--- config.mk ---
export PLATFORM = sky130hd
export DESIGN_NAME = cfg_xlate_win
export DESIGN_NICKNAME = d
export VERILOG_FILES = /design/src/rtl/cfgx_pkg.sv /design/src/rtl/cfgx_regs.sv /design/src/rtl/cfgx_legal.sv /design/src/rtl/cfgx_window.sv /design/src/rtl/cfg_xlate_win.sv
export SDC_FILE = /design/constraint.sdc
export NUM_CORES = 1
export LEC_CHECK = 0
export ABC_CLOCK_PERIOD_IN_PS = 5500
export BUFFER_PORTS_ARGS = -buffer_cell sky130_fd_sc_hd__buf_2
export CAP_MARGIN = 15
export CORE_MARGIN = 2
export CORE_UTILIZATION = 40
export CTS_BUF_LIST = sky130_fd_sc_hd__clkbuf_4 sky130_fd_sc_hd__clkbuf_8 sky130_fd_sc_hd__clkbuf_16
export DETAILED_ROUTE_END_ITERATION = 16
export RECOVER_POWER = 25
export SYNTH_ARGS = -nofsm -noshare
export SYNTH_HDL_FRONTEND = slang
export SYNTH_SLANG_ARGS = --single-unit
--- constraint.sdc ---
create_clock -name clk -period 5.5 [get_ports clk]
set_input_delay 0.275 -clock clk [delete_from_list [all_inputs] [get_ports clk]]
set_output_delay 0.275 -clock clk [all_outputs]
set_load 0.01 [all_outputs]
--- src/rtl/cfgx_pkg.sv ---
package cfgx_pkg;
  localparam int BUS_W = 8;
  localparam int DEV_W = 5;
  localparam int FN_W  = 3;
  localparam int OFF_W = 12;
  localparam int DW    = 32;
  localparam int AW    = 32;
  localparam int IDX_W = 2;
  localparam int TYP_W = 3;
  localparam int EN_BIT = 31;

  typedef enum logic [TYP_W-1:0] {
    XT_MEM  = 3'd0,
    XT_IO   = 3'd2,
    XT_CFG0 = 3'd4,
    XT_CFG1 = 3'd5
  } xact_e;

  typedef enum logic [IDX_W-1:0] {
    RI_BASE  = 2'd0,
    RI_LIMIT = 2'd1,
    RI_TGTHI = 2'd2,
    RI_CTRL  = 2'd3
  } reg_idx_e;
endpackage

--- src/rtl/cfgx_regs.sv ---
module cfgx_regs
  import cfgx_pkg::*;
(
  input  logic             clk,
  input  logic             rst_n,
  input  logic             we,
  input  logic [IDX_W-1:0] idx,
  input  logic [DW-1:0]    wdata,
  output logic [AW-1:0]    base_o,
  output logic [AW-1:0]    limit_o,
  output logic [AW-1:0]    tgt_hi_o,
  output logic             en_o
);
  logic [AW-1:0] base_q, limit_q, tgt_hi_q;
  logic          en_q;
  logic          base_ce, limit_ce, tgt_ce, ctrl_ce;

  always_comb begin
    base_ce  = we && (idx == RI_BASE);
    limit_ce = we && (idx == RI_LIMIT);
    tgt_ce   = we && (idx == RI_TGTHI);
    ctrl_ce  = we && (idx == RI_CTRL);
  end

  always_ff @(posedge clk or negedge rst_n) begin
    if (!rst_n) begin
      base_q   <= '0;
      limit_q  <= '0;
      tgt_hi_q <= '0;
      en_q     <= 1'b0;
    end else begin
      if (base_ce)  base_q   <= wdata;
      if (limit_ce) limit_q  <= wdata;
      if (tgt_ce)   tgt_hi_q <= wdata;
      if (ctrl_ce)  en_q     <= wdata[EN_BIT];
    end
  end

  assign base_o   = base_q;
  assign limit_o  = limit_q;
  assign tgt_hi_o = tgt_hi_q;
  assign en_o     = en_q;
endmodule

--- src/rtl/cfgx_legal.sv ---
module cfgx_legal
  import cfgx_pkg::*;
#(
  parameter int BUS0_DEVS = 2,
  parameter int BUS1_DEVS = 1
) (
  input  logic [BUS_W-1:0] bus,
  input  logic [DEV_W-1:0] dev,
  output logic             legal,
  output logic             is_local,
  output logic [TYP_W-1:0] typ
);
  localparam logic [DEV_W:0] B0_LIM = (DEV_W+1)'(BUS0_DEVS);
  localparam logic [DEV_W:0] B1_LIM = (DEV_W+1)'(BUS1_DEVS);

  logic [DEV_W:0] dev_x;

  always_comb begin
    dev_x    = {1'b0, dev};
    is_local = (bus == '0);
    unique case (bus)
      BUS_W'(0): legal = (dev_x < B0_LIM);
      BUS_W'(1): legal = (dev_x < B1_LIM);
      default:   legal = 1'b1;
    endcase
    typ = (bus < BUS_W'(2)) ? XT_CFG0 : XT_CFG1;
  end
endmodule

--- src/rtl/cfgx_window.sv ---
module cfgx_window
  import cfgx_pkg::*;
#(
  parameter logic [AW-1:0] WIN_LO = 32'h01F0_0000
) (
  input  logic [BUS_W-1:0] bus,
  input  logic [DEV_W-1:0] dev,
  input  logic [FN_W-1:0]  fn,
  input  logic [OFF_W-1:0] off_al,
  input  logic [AW-1:0]    base,
  input  logic [AW-1:0]    limit,
  input  logic             en,
  output logic             hit,
  output logic [AW-1:0]    tgt_lo
);
  localparam int GAP_W = AW - BUS_W - DEV_W - FN_W - OFF_W;

  logic [AW-1:0] cmp_addr;
  logic          ge_base, le_limit;

  always_comb begin
    cmp_addr = WIN_LO + AW'(off_al);
    ge_base  = (cmp_addr >= base);
    le_limit = (cmp_addr <= limit);
    hit      = en && ge_base && le_limit;
    tgt_lo   = {bus, dev, fn, {GAP_W{1'b0}}, off_al};
  end
endmodule

--- src/rtl/cfg_xlate_win.sv ---
module cfg_xlate_win
  import cfgx_pkg::*;
#(
  parameter logic [31:0] SPACE_BASE = 32'h0100_0000,
  parameter logic [31:0] SPACE_SIZE = 32'h0100_0000,
  parameter logic [31:0] WIN_SIZE   = 32'h0010_0000,
  parameter int          BUS0_DEVS  = 2,
  parameter int          BUS1_DEVS  = 1
) (
  input  logic        clk,
  input  logic        rst_n,
  input  logic        cfg_we,
  input  logic [1:0]  cfg_idx,
  input  logic [31:0] cfg_wdata,
  input  logic        req_vld,
  input  logic        req_wr,
  input  logic [7:0]  req_bus,
  input  logic [4:0]  req_dev,
  input  logic [2:0]  req_fn,
  input  logic [11:0] req_off,
  input  logic [31:0] req_wdata,
  output logic        loc_vld,
  output logic        loc_wr,
  output logic [11:0] loc_off,
  output logic [31:0] loc_wdata,
  output logic        xl_vld,
  output logic        xl_wr,
  output logic [2:0]  xl_type,
  output logic [31:0] xl_addr,
  output logic [31:0] xl_addr_hi,
  output logic [31:0] xl_wdata,
  output logic        miss_vld,
  output logic        inv_rd_vld,
  output logic [31:0] inv_rdata
);
  localparam logic [AW-1:0] WIN_LO = SPACE_BASE + SPACE_SIZE - WIN_SIZE;

  logic [AW-1:0]    base_w, limit_w, tgt_hi_w;
  logic             win_en;
  logic             legal, is_local, hit;
  logic [TYP_W-1:0] typ;
  logic [AW-1:0]    tgt_lo;
  logic [OFF_W-1:0] off_al;

  assign off_al = {req_off[OFF_W-1:2], 2'b00};

  cfgx_regs u_regs (
    .clk      (clk),
    .rst_n    (rst_n),
    .we       (cfg_we),
    .idx      (cfg_idx),
    .wdata    (cfg_wdata),
    .base_o   (base_w),
    .limit_o  (limit_w),
    .tgt_hi_o (tgt_hi_w),
    .en_o     (win_en)
  );

  cfgx_legal #(.BUS0_DEVS(BUS0_DEVS), .BUS1_DEVS(BUS1_DEVS)) u_legal (
    .bus      (req_bus),
    .dev      (req_dev),
    .legal    (legal),
    .is_local (is_local),
    .typ      (typ)
  );

  cfgx_window #(.WIN_LO(WIN_LO)) u_win (
    .bus    (req_bus),
    .dev    (req_dev),
    .fn     (req_fn),
    .off_al (off_al),
    .base   (base_w),
    .limit  (limit_w),
    .en     (win_en),
    .hit    (hit),
    .tgt_lo (tgt_lo)
  );

  // next-state
  logic take_loc, take_win;
  logic loc_vld_d, xl_vld_d, miss_d, inv_d;

  always_comb begin
    take_loc  = req_vld && legal && is_local;
    take_win  = req_vld && legal && !is_local;
    loc_vld_d = take_loc;
    xl_vld_d  = take_win && hit;
    miss_d    = take_win && !hit;
    inv_d     = req_vld && !legal && !req_wr;
  end

  // registers
  logic             loc_vld_q, xl_vld_q, miss_q, inv_q;
  logic             loc_wr_q, xl_wr_q;
  logic [OFF_W-1:0] loc_off_q;
  logic [DW-1:0]    loc_wdata_q, xl_wdata_q, inv_rdata_q;
  logic [TYP_W-1:0] xl_type_q;
  logic [AW-1:0]    xl_addr_q, xl_hi_q;

  always_ff @(posedge clk or negedge rst_n) begin
    if (!rst_n) begin
      loc_vld_q <= 1'b0;
      xl_vld_q  <= 1'b0;
      miss_q    <= 1'b0;
      inv_q     <= 1'b0;
    end else begin
      loc_vld_q <= loc_vld_d;
      xl_vld_q  <= xl_vld_d;
      miss_q    <= miss_d;
      inv_q     <= inv_d;
    end
  end

  always_ff @(posedge clk or negedge rst_n) begin
    if (!rst_n) begin
      loc_wr_q    <= 1'b0;
      loc_off_q   <= '0;
      loc_wdata_q <= '0;
    end else if (loc_vld_d) begin
      loc_wr_q    <= req_wr;
      loc_off_q   <= off_al;
      loc_wdata_q <= req_wdata;
    end
  end

  always_ff @(posedge clk or negedge rst_n) begin
    if (!rst_n) begin
      xl_wr_q    <= 1'b0;
      xl_type_q  <= '0;
      xl_addr_q  <= '0;
      xl_hi_q    <= '0;
      xl_wdata_q <= '0;
    end else if (xl_vld_d) begin
      xl_wr_q    <= req_wr;
      xl_type_q  <= typ;
      xl_addr_q  <= tgt_lo;
      xl_hi_q    <= tgt_hi_w;
      xl_wdata_q <= req_wdata;
    end
  end

  always_ff @(posedge clk or negedge rst_n) begin
    if (!rst_n) inv_rdata_q <= '0;
    else if (inv_d) inv_rdata_q <= '1;
  end

  assign loc_vld    = loc_vld_q;
  assign loc_wr     = loc_wr_q;
  assign loc_off    = loc_off_q;
  assign loc_wdata  = loc_wdata_q;
  assign xl_vld     = xl_vld_q;
  assign xl_wr      = xl_wr_q;
  assign xl_type    = xl_type_q;
  assign xl_addr    = xl_addr_q;
  assign xl_addr_hi = xl_hi_q;
  assign xl_wdata   = xl_wdata_q;
  assign miss_vld   = miss_q;
  assign inv_rd_vld = inv_q;
  assign inv_rdata  = inv_rdata_q;
endmodule

Word level (Yosys, flattened, before mapping) --
Index checks and enable logic that the tools add are counted. Widths: inputs -> output; s select.
Operators by class: multiplexer cells 2, $mul 0, divide/modulo/power cells 0, $add $sub $neg 1, bitwise logic cells 0, reductions and logical operators 19, equal/unequal tests 4, order comparisons 5, shifts and indexed selects 0
Operator list (number):
- $ge 32x32->1 | 1
- $le 32x32->1 | 1
- $add 25x12->26 const A | 1
- $logic_and 1x1->1 | 13
- $eq 8x1->1 const B | 1
- $logic_not 8->1 | 1
- $lt 8x2->1 const B | 1
- $lt 5x1->1 const B | 1
- $lt 5x2->1 const B | 1
- $eq 2x2->1 const B | 2
- $logic_not 1->1 | 4
- $eq 2x1->1 const B | 1
- $logic_not 2->1 | 1
- $pmux 1 s2 | 1
- $mux 1 | 1
Word-level totals: input bits 99, register bits after elaboration 239, memories kept 0, memory bits (writable) 0, bits in latches 0, bits in read-only memories 0, output and inout bits 181

Longest topological paths before layout --
Gate-level depths: netlist of the first run.
word-level depth 6, depth in mapped cells 10

Modules after synthesis --
A second synthesis of the first run with hierarchy kept.
Second synthesis, totals: cells, all modules 695, area, all modules 10759.1 µm²
Modules (own cells, without submodules):
- cfg_xlate_win | area an instance 6048.3 µm², cells each 348, instances 1
- cfgx_regs | area an instance 3667.3 µm², cells each 207, instances 1
- cfgx_window | area an instance 973.4 µm², cells each 129, instances 1
- cfgx_legal | area an instance 70.1 µm², cells each 11, instances 1

Worst setup path before layout of the first run --
OpenSTA, ideal clock, no wires.
path type register to register, start point reg u_regs.limit_q[18], in the netlist u_regs.limit_o[18], end point reg xl_addr_q[10], in the netlist xl_addr[10], data arrival time 2231 ps, data required time 5375 ps, library setup time 125 ps, buffers on the path 2, setup slack 3144 ps, cell stages (with the launch flop) 8, path through dfrtp_1 or4_4 nor4_2 a221oi_2 nor4_4 buf_6 buf_6 mux2_4
Between the ends: longest elaborated chain between the ends 3
Ends and longest elaborated chain:
- from (decl) | RTL line cfgx_regs.sv:14 | logic [AW-1:0] base_q, limit_q, tgt_hi_q;
- from (signal assigned) | RTL line cfgx_regs.sv:33 | if (limit_ce) limit_q <= wdata;
- $le 32x32->1 | RTL line cfgx_window.sv:24 | le_limit = (cmp_addr <= limit);
- $logic_and 1x1->1 | RTL line cfgx_window.sv:25 | hit = en && ge_base && le_limit;
- $logic_and 1x1->1 | RTL line cfg_xlate_win.sv:87 | xl_vld_d = take_win && hit;
- to (signal assigned) | RTL line cfg_xlate_win.sv:136 | xl_addr_q <= tgt_lo;
- to (decl) | RTL line cfg_xlate_win.sv:98 | logic [AW-1:0] xl_addr_q, xl_hi_q;
No other way between the ends. A chain may end at the register's enable or synchronous reset.

==> metrics.txt, run 1 <==
Internal=3.830 mW; Mapped Area=10030 um^2; Initial Utilization=41.00%; GRT Resource Usage Total=17.22%; Routed Antenna Nets=0; sw frac=25.33%; Resized Gates After CTS=0; commonest non-fill, non-tap cell in the layout=buf_2; Placer Congestion=0.7220; hold depth=2; Rows=57; synthesized area per cell=15.31 um^2; crit path capture type=asynchronous set/reset pin; WL/cell=17.71 um; Clock Skew=0.01075 ns; total congestion overflow=0; total number of vias=6178; Vias/cell=4.723; max_cap viols=4; CP required=5.44 ns; power per cell area=395.3 nW/um^2; DRT Pass-1 Iters=4; clk slew on worst S/H paths=0.06 ns; Crit-path slowest cell=clkbuf_2; port bufs=268; worst vdd rail ir drop=0.2317 mV; initial antenna violation count=2; DRT iter0 DRCs=306; first-pass GRT wire length=35.59 mm; final setup vio count=0; dpl ws=2.418 ns; full die area=26360 um^2; worst r2r path cells=8; Worst-Margin Slew=3.104 ns; Crit path depth=2; Top Ports=280; setup ws final=2.384 ns; fmax=0.3209 GHz; vias in the first global route=6172; post-synthesis sequential area ratio=59.38%; Fillers=2051; Die H=162.3 um; CP Class=primary input to asynchronous set/reset pin; number of cells in the finished layout apart from fillers=1308; Nets=1080; Leak Pwr=6.604 nW; violated checks=capacitance limit, slew limit; combinational share of power=19.0%; crit path buf inv count=2; Tcrit/Tclk final=56.66%; Post-Synthesis Cells=655; register bit total from synthesis=238; Yosys cell types=34; run status=complete, but fails checks; core area=24460 um^2; clock power share=37.4%; DP HPWL=15.84 mm; CTS sink cnt=238; Core Util, Final=53.04%; Max Slew Vio Count=233; Startpoint Class=primary input; clk_lat worst skew=0.53 ns; Hold Path Class=primary input to flop; largest net degree at the start of global routing=125; root buffer cell=clkbuf_16; crit path cell chain=dlygate4sd3_1, clkbuf_2; Routed Wire Length=23.16 mm; Remaining DRCs=0; placed cell count=1198; sequential share of power=43.6%; Psw=1.299 mW; Ys Warns=0; Clock Tree Buf Depth=3; Largest stage delay, worst path=2.13 ns; H-tree depth=1; total CTS buffers=27; worst path arrival time=3.06 ns; Layout area overhead=29.37%; CTS tree=built; WHS=0.02654 ns; commonest cells after routing, fill and taps aside=buf_2 (266), dfrtp_1 (238), mux2_2 (153); Setup TNS Final=0 ns; Top Family by Delay on Critical Path=buffers and inverters; min Tclk post-route=3.116 ns; RSZ-0062 raised after global routing=no; crit-path max FO=124; Die Width=162.3 um; share of cells above drive strength 1=56.17%; Rel. slew slack=-106.9%; Final Hold Fails=0
==> power groups by stage <==
stage          Combinational (mW)  Sequential (mW)  Clock [mW]
4_1_cts                     0.994             2.24        1.98
3_3_place_gp                0.944             2.26           0
2_1_floorplan               0.488             2.34           0
6_report                    0.975             2.24        1.92
3_5_place_dp                0.955             2.27           0
5_1_grt                      1.06             2.28        2.05
==> worst register-to-register path, delay by kind of cell (launching register included) <==
family | cells | cell delay, ns
multiplexers | 1 | 0.59
AO/OA/AOI/OAI | 1 | 0.20
flip-flops | 1 | 0.34
AND/OR/NAND/NOR | 3 | 0.97
adder cells (fa/ha/maj) | 1 | 0.30
buffers and inverters | 2 | 0.47
==> Yosys cell counts <==
cell / number / area share (%)
ha_1: 20 / 2.5
a221oi_2: 1 / 0.15
nand4_1: 3 / 0.19
nor4_2: 1 / 0.12
nor2_2: 1 / 0.062
buf_1: 2 / 0.075
buf_2: 6 / 0.30
nor4_4: 1 / 0.21
inv_1: 20 / 0.75
and4b_1: 1 / 0.10
and4_1: 1 / 0.087
clkbuf_1: 8 / 0.30
buf_6: 8 / 0.90
mux2_2: 153 / 17
dfrtp_1: 238 / 59
conb_1: 1 / 0.037
nor2b_1: 1 / 0.062
mux2_4: 69 / 10
a21oi_1: 11 / 0.55
nor4_1: 8 / 0.50
o221ai_1: 1 / 0.087
and3_1: 2 / 0.12
nor3_1: 4 / 0.20
buf_4: 40 / 3.0
nand2_1: 21 / 0.79
or2_2: 2 / 0.12
nand3b_1: 2 / 0.15
nand3_1: 5 / 0.25
nor2_1: 2 / 0.075
or4_4: 2 / 0.22
nor4b_1: 1 / 0.087
o21ai_0: 15 / 0.75
nor3b_1: 2 / 0.15
nand4bb_1: 2 / 0.22
==> state kept, by name, summed over array words and instances (netlist names), 2 cells and up <==
name / count
loc_wdata: 32
xl_addr: 26
u_regs.base_o: 32
xl_addr_hi: 32
u_regs.tgt_hi_o: 32
xl_type: 2
loc_off: 10
xl_wdata: 32
u_regs.limit_o: 32
==> what timing repair did <==
action / CTS / global route
hold endpoints to repair: 214 / 0
hold buffers: 58 / 0
buffers inserted: 0 / 0
==> stage by stage <==
stage / power [mW] / instance area [um^2]
finish: 5.130 / 12970
global route: 5.386 / 12970
CTS: 5.210 / 13000
detailed placement: 3.222 / 11450
global placement: 3.199 / 11450
floorplan: 2.826 / 10060
==> cell type report <==
type	count	area, um^2	share of cell area, %
inverter	20	75.07	0.5786
clock inverter	15	209.0	1.610
antenna	3	7.507	0.05786
multi-input combinational	341	3576	27.56
tap	324	405.4	3.124
sequential	238	5956	45.90
timing repair buffer	333	1987	15.31
clock buffer	34	759.5	5.853
==> cell families after synthesis <==
logic type | share of synthesized area, %
DFF | 59.38
other | 0.03739
buffers and inverters | 5.314
AOI/OAI and AO/OA | 1.534
adders and majority gates | 2.495
and+or+nand+nor | 3.730
muxes | 27.51
==> metal layers <==
| metal | GRT usage [%] | vias up | part of all wire (%) |
|---|---|---|---|
| li1 | - | 2873 | - |
| met1 | 22.53 | 3057 | 43 |
| met2 | 28.47 | 203 | 48 |
| met3 | 3.565 | 45 | 5.8 |
| met4 | 6.315 | 0 | 3.5 |
| met5 | 0 | - | 0 |
==> worst paths after layout <==
check,end,from,slack [ns]
worst max-delay path,u_regs.base_o[16],rst_n,2.38
worst min-delay path,u_regs.limit_o[15],cfg_wdata[15],0.03
worst max register to register,xl_addr_hi[6],u_regs.limit_o[7],2.52
worst min register to register,xl_type[2],xl_type[2],0.46
max in group clk,xl_addr_hi[6],u_regs.limit_o[7],2.52
min in group asynchronous,xl_wdata[7],rst_n,1.28
Note: power is estimated with default switching activity, not from simulation.
==> inputs of run 2 (changes only) <==
ABC_CLOCK_PERIOD_IN_PS = 2530   (was 5500)
PLACE_DENSITY = 0.66   (was not set)
clock period = 2.53 ns   (was 5.5 ns; I/O delays follow)
==> metrics.txt, run 2 (synthesis results as in run 1) <==
Startpoint Class=flop; total CTS buffers=26; total congestion overflow=0; Tcrit/Tclk final=101.4%; commonest cells after routing, fill and taps aside=buf_2 (266), dfrtp_1 (238), mux2_2 (150); Clock Tree Buf Depth=3; Reg-to-Reg End=xl_wdata[31]; crit-path max FO=7; Placer Congestion=0.7626; worst vdd rail ir drop=0.5283 mV; r2r setup slk=-0.04 ns; power per cell area=785.9 nW/um^2; DRT Pass-1 Iters=4; CP required=2.93 ns; initial antenna violation count=0; worst r2r path cells=8; GRT Resource Usage Total=18.62%; root buffer cell=clkbuf_16; share of cells above drive strength 1=56.32%; WL/cell=18.46 um; setup ws final=-0.03534 ns; number of cells in the finished layout apart from fillers=1368; dpl ws=-0.04343 ns; crit path launch=u_regs.limit_o[13]; Antenna Cells=0; Routed Wire Length=25.25 mm; Die Width=162.3 um; violated checks=setup timing; full die area=26360 um^2; first-pass GRT wire length=38.33 mm; H-tree depth=1; hold depth=3; RR Startpoint=u_regs.limit_o[13]; Final Hold Fails=0; Hold Path Class=primary input to flop; Rows=57; DP HPWL=17.03 mm; Max Slew Vio Count=0; Die H=162.3 um; CTS tree=built; final setup vio count=46; min Tclk post-route=2.565 ns; core area=24460 um^2; Leak Pwr=6.954 nW; Vias/cell=4.808; clk slew on worst S/H paths=0.06 ns; Top Ports=280; CTS sink cnt=238; Worst-Margin Slew=1.366 ns; Worst Hold End=xl_wdata[15]; largest net degree at the start of global routing=73; Hold Crit Start=req_wdata[15]; Core Util, Final=56.45%; Clock Skew=0.009618 ns; vias in the first global route=6770; worst path arrival time=2.96 ns; run status=complete, but fails checks; Layout area overhead=37.69%; Rel. slew slack=8.921%; Initial Utilization=41.00%; RSZ-0062 raised after global routing=yes; clk_lat worst skew=0.51 ns; DRT iter0 DRCs=318; Nets=1148; crit path capture type=flop; total number of vias=6578; port bufs=268; max_cap viols=0; CP Class=flop to flop; commonest non-fill, non-tap cell in the layout=buf_2; Routed Antenna Nets=0; placed cell count=1214; fmax=0.3898 GHz; Remaining DRCs=0
[run 2: cell count changes in the layout (fill, tap and decap cells not counted), sizes merged]
cell / previous run / this run
dlygate4sd3: 58 / 97
buf: 270 / 297
clkbuf: 39 / 45
bufinv: 5 / 1
clkinv: 7 / 4
diode: 3 / 0
clkinvlp: 2 / 0
[run 2: how the worst max path moves through the flow]
| stage | depth (start not counted) | endpoint |
|---|---|---|
| 2_1_floorplan | 7 | xl_addr[10] |
| 3_3_place_gp | 7 | xl_addr_hi[31] |
| 3_5_place_dp | 10 | xl_addr[21] |
| 4_1_cts | 8 | xl_addr_hi[7] |
| 5_1_grt | 10 | xl_wdata[2] |
| 6_report | 8 | xl_wdata[31] |
[run 2: timing repair]
action	4_1_cts	5_1_grt
cloned	1	4
endpoints found under the setup margin	84	93
pin swaps	10	1
hold buffers	97	0
gates resized for setup	18	10
hold endpoints to repair	412	0
setup buffers	6	3
[run 2: final cells by class]
type	count	area (um^2)
inverter	20	75.07
multi-input combinational	341	3699
sequential	238	5956
timing repair buffer	402	2834
tap	324	405.4
fill	1961	10650
clock inverter	6	58.81
clock buffer	37	782.0
[run 2: stage by stage]
step | instance area [um^2] | TNS, ns | hold slack, ns | power [mW]
floorplan | 10060 | 0 | -0.1691 | 6.143
global placement | 11670 | -0.02446 | 0.07829 | 6.997
detailed placement | 11670 | -1.918 | 0.08345 | 7.059
CTS | 13680 | -0.3555 | 0.1247 | 10.99
global route | 13810 | -12.52 | 0.3909 | 11.40
finish | 13810 | -0.7387 | 0.3969 | 10.85
[run 2: report_power, final]
part | total, mW | leakage (nW) | internal (mW) | switching, mW
registers | 4.89 | 3.03 | 4.51 | 0.377
clock network | 3.70 | 0.426 | 2.23 | 1.46
logic | 2.26 | 3.50 | 1.27 | 0.991
total | 10.9 | 6.95 | 8.02 | 2.83
[run 2: routing by layer]
| metal | vias up | GRT usage [%] | share of wire (%) |
|---|---|---|---|
| li1 | 3008 | - | - |
| met1 | 3325 | 24.05 | 42 |
| met2 | 208 | 32.65 | 50 |
| met3 | 37 | 3.336 | 5.6 |
| met4 | 0 | 4.505 | 2.0 |
| met5 | - | 0 | 0 |
[run 2: worst max-delay path, stage by stage (launching register included)]
cell and delay [ns]:
dfrtp_1 0.38, or4_4 0.58, nor4_4 0.28, a221oi_4 0.13, nor4_4 0.32, buf_12 0.17
buf_12 0.15, clkbuf_16 0.16, mux2_4 0.29
==> inputs of run 3 (changes only) <==
CORE_UTILIZATION = 45   (was 40)
PLACE_DENSITY = 0.72   (was 0.66)
SYNTH_HIERARCHICAL = 1   (was not set)
==> metrics.txt, run 3 <==
run status=complete, but fails checks; violated checks=capacitance limit, slew limit, setup timing; final setup vio count=100; initial antenna violation count=0; FFs w/ async S/R, synth=100.0%; WHS=0.01609 ns; combinational share of power=21.3%; hold depth=3; sw frac=26.22%; vias in the first global route=7155; crit-path max FO=7; clk slew on worst S/H paths=0.06 ns; count leader, synth=dfrtp_1; full die area=25160 um^2; Primary FF master, synth=dfrtp_1; GRT Resource Usage Total=20.33%; Initial Utilization=45.84%; Hold Path Class=primary input to flop; RSZ-0062 raised after global routing=yes; min Tclk post-route=2.727 ns; Startpoint Class=flop; Routed Antenna Nets=0; Die Width=158.6 um; Max Slew Vio Count=77; Nets=1182; commonest non-fill, non-tap cell in the layout=buf_2; commonest cells after routing, fill and taps aside=buf_2 (273), dfrtp_1 (245), mux2_2 (148); share of cells above drive strength 1=59.57%; max_cap viols=1; crit path capture type=flop; Vias/cell=4.875; register area=6131 um^2; r2r setup slk=-0.20 ns; post-synthesis sequential area ratio=56.98%; port bufs=275; Yosys cell types=43; worst r2r path cells=12; Final Hold Fails=0; register bit total from synthesis=245; DRT iter0 DRCs=259; clk_lat worst skew=0.52 ns; dpl ws=-0.3261 ns; dpl cell area=12210 um^2; Rows=56; Clock Tree Buf Depth=3; number of synthesized flops with an enable pin=0; Remaining DRCs=0; share of Yosys cell area claimed by the top area cell type=56.98%; Mapped Area=10760 um^2; CTS tree=built; Worst-Margin Slew=1.979 ns; worst vdd rail ir drop=0.7206 mV; Fillers=1740; Die H=158.6 um; sequential share of power=45.0%; fmax=0.3667 GHz; Top Ports=280; Clock Skew=0.01255 ns; root buffer cell=clkbuf_16; Post-Synthesis Cells=695; CTS sink cnt=245; first-pass GRT wire length=39.72 mm; Leak Pwr=7.793 nW; Worst Hold End=xl_addr[4]; top cells by area, synth=dfrtp_1 (57%), mux2_2 (16%), mux2_4 (11%), buf_4 (4.9%), ha_1 (2.8%); worst path arrival time=3.12 ns; core area=23470 um^2; total congestion overflow=0; Tcrit/Tclk final=107.8%; Reg-to-Reg End=xl_addr_hi[29]; CP required=2.92 ns; Layout area overhead=34.67%; DRT Pass-1 Iters=4; total number of vias=6800; Rel. slew slack=-31.96%; largest net degree at the start of global routing=78; Internal=8.313 mW; Routed Wire Length=25.92 mm; synth cell count leaders=dfrtp_1 (245), mux2_2 (149), mux2_4 (80); synthesized area per cell=15.48 um^2; power per cell area=777.6 nW/um^2; Ys Warns=6; RR Startpoint=u_regs/limit_o[5]; CP Class=flop to flop; Finished Cell Area=14490 um^2; area taken by multi-input logic gates=4003 um^2; WL/cell=18.58 um; clock power share=33.7%; Pwr Total=11.27 mW; Hold Crit Start=req_off[4]; Psw=2.955 mW; DP HPWL=16.23 mm; setup ws final=-0.1968 ns; Placer Congestion=0.7731; total CTS buffers=27; Antenna Cells=0; H-tree depth=1; post-synth top area cell=dfrtp_1
==> run 3: cell types whose count changed after synthesis, moves of 4 or more <==
cell,delta
buf_4,+30
nand2_1,-17
o21ai_0,-13
mux2_1,+11
mux2_4,+11
clkbuf_1,-8
dfrtp_1,+7
inv_1,+6
buf_6,+5
a21o_1,+4
a21oi_1,-4
ha_1,+4
mux2_2,-4
==> run 3: worst max path at each step <==
stage	startpoint	to	cells after the start
global placement	u_regs/limit_o[1]	xl_addr_hi[8]	10
finish	u_regs/limit_o[5]	xl_addr_hi[29]	12
CTS	u_regs/limit_o[5]	xl_addr_hi[30]	12
detailed placement	u_regs/limit_o[1]	xl_addr_hi[8]	10
global route	u_regs/limit_o[8]	xl_addr[17]	12
floorplan	u_regs/limit_o[1]	xl_addr[0]	11
==> run 3: area by class of cell <==
cell class | count | area share (%)
Clock inverter | 10 | 0.5872
Tap cell | 319 | 2.755
Sequential cell | 245 | 42.31
Clock buffer | 36 | 5.432
Inverter | 26 | 0.6736
Timing Repair Buffer | 417 | 20.61
Multi-Input combinational cell | 342 | 27.63
==> run 3: per-stage QoR <==
stage               cells  util, %  TNS [ns]
floorplan             704        -         0
global placement     1243    52.02    -17.35
detailed placement   1243    52.02    -25.44
CTS                  1394    61.28    -19.47
global route         1395    61.73    -35.31
finish               1395    61.73    -14.72
==> run 3: power groups by stage <==
stage          clock network (mW)  logic (mW)  registers (mW)
6_report                     3.80        2.40            5.07
5_1_grt                      4.07        2.61            5.16
4_1_cts                      3.90        2.35            5.06
3_5_place_dp                    0        2.18            5.11
3_3_place_gp                    0        2.13            5.09
2_1_floorplan                   0        1.16            5.25
==> run 3: per-layer routing <==
metal / wire length [um] / global-route usage (%) / vias up
met5: 0 / 0 / -
met3: 1802 / 4.110 / 56
met2: 12600 / 35.31 / 237
li1: - / - / 3104
met4: 690 / 5.749 / 0
met1: 10820 / 25.81 / 3403
==> run 3: timing repair <==
item	in CTS	in global routing
setup endpoints to repair	99	101
hold buffers	91	0
gates cloned	8	1
resized for setup	35	24
hold endpoints to repair	261	0
buffers inserted	6	1
pin swaps	3	6
==> run 3: worst max-delay path: stages, from the launching register on <==
cell and delay (ns):
dfrtp_1 0.39, inv_2 0.07, ha_4 0.19, a21o_1 0.16, nand3_2 0.08, a21oi_2 0.06
a2111o_1 0.37, a221oi_2 0.32, nand4b_1 0.18, buf_6 0.17, buf_16 0.16, clkbuf_16 0.17
mux2_4 0.29
==> run 3: cell families (layout without fill, tap and decap cells) <==
family	after synthesis	count (layout)	synth area share, %
DFF	245	245	56.98
buffers and inverters	117	489	7.768
AOI/OAI and AO/OA	22	22	1.523
muxes	240	240	27.91
other	4	13	0.1395
and+or+nand+nor	43	43	2.884
adders and majority gates	24	24	2.791
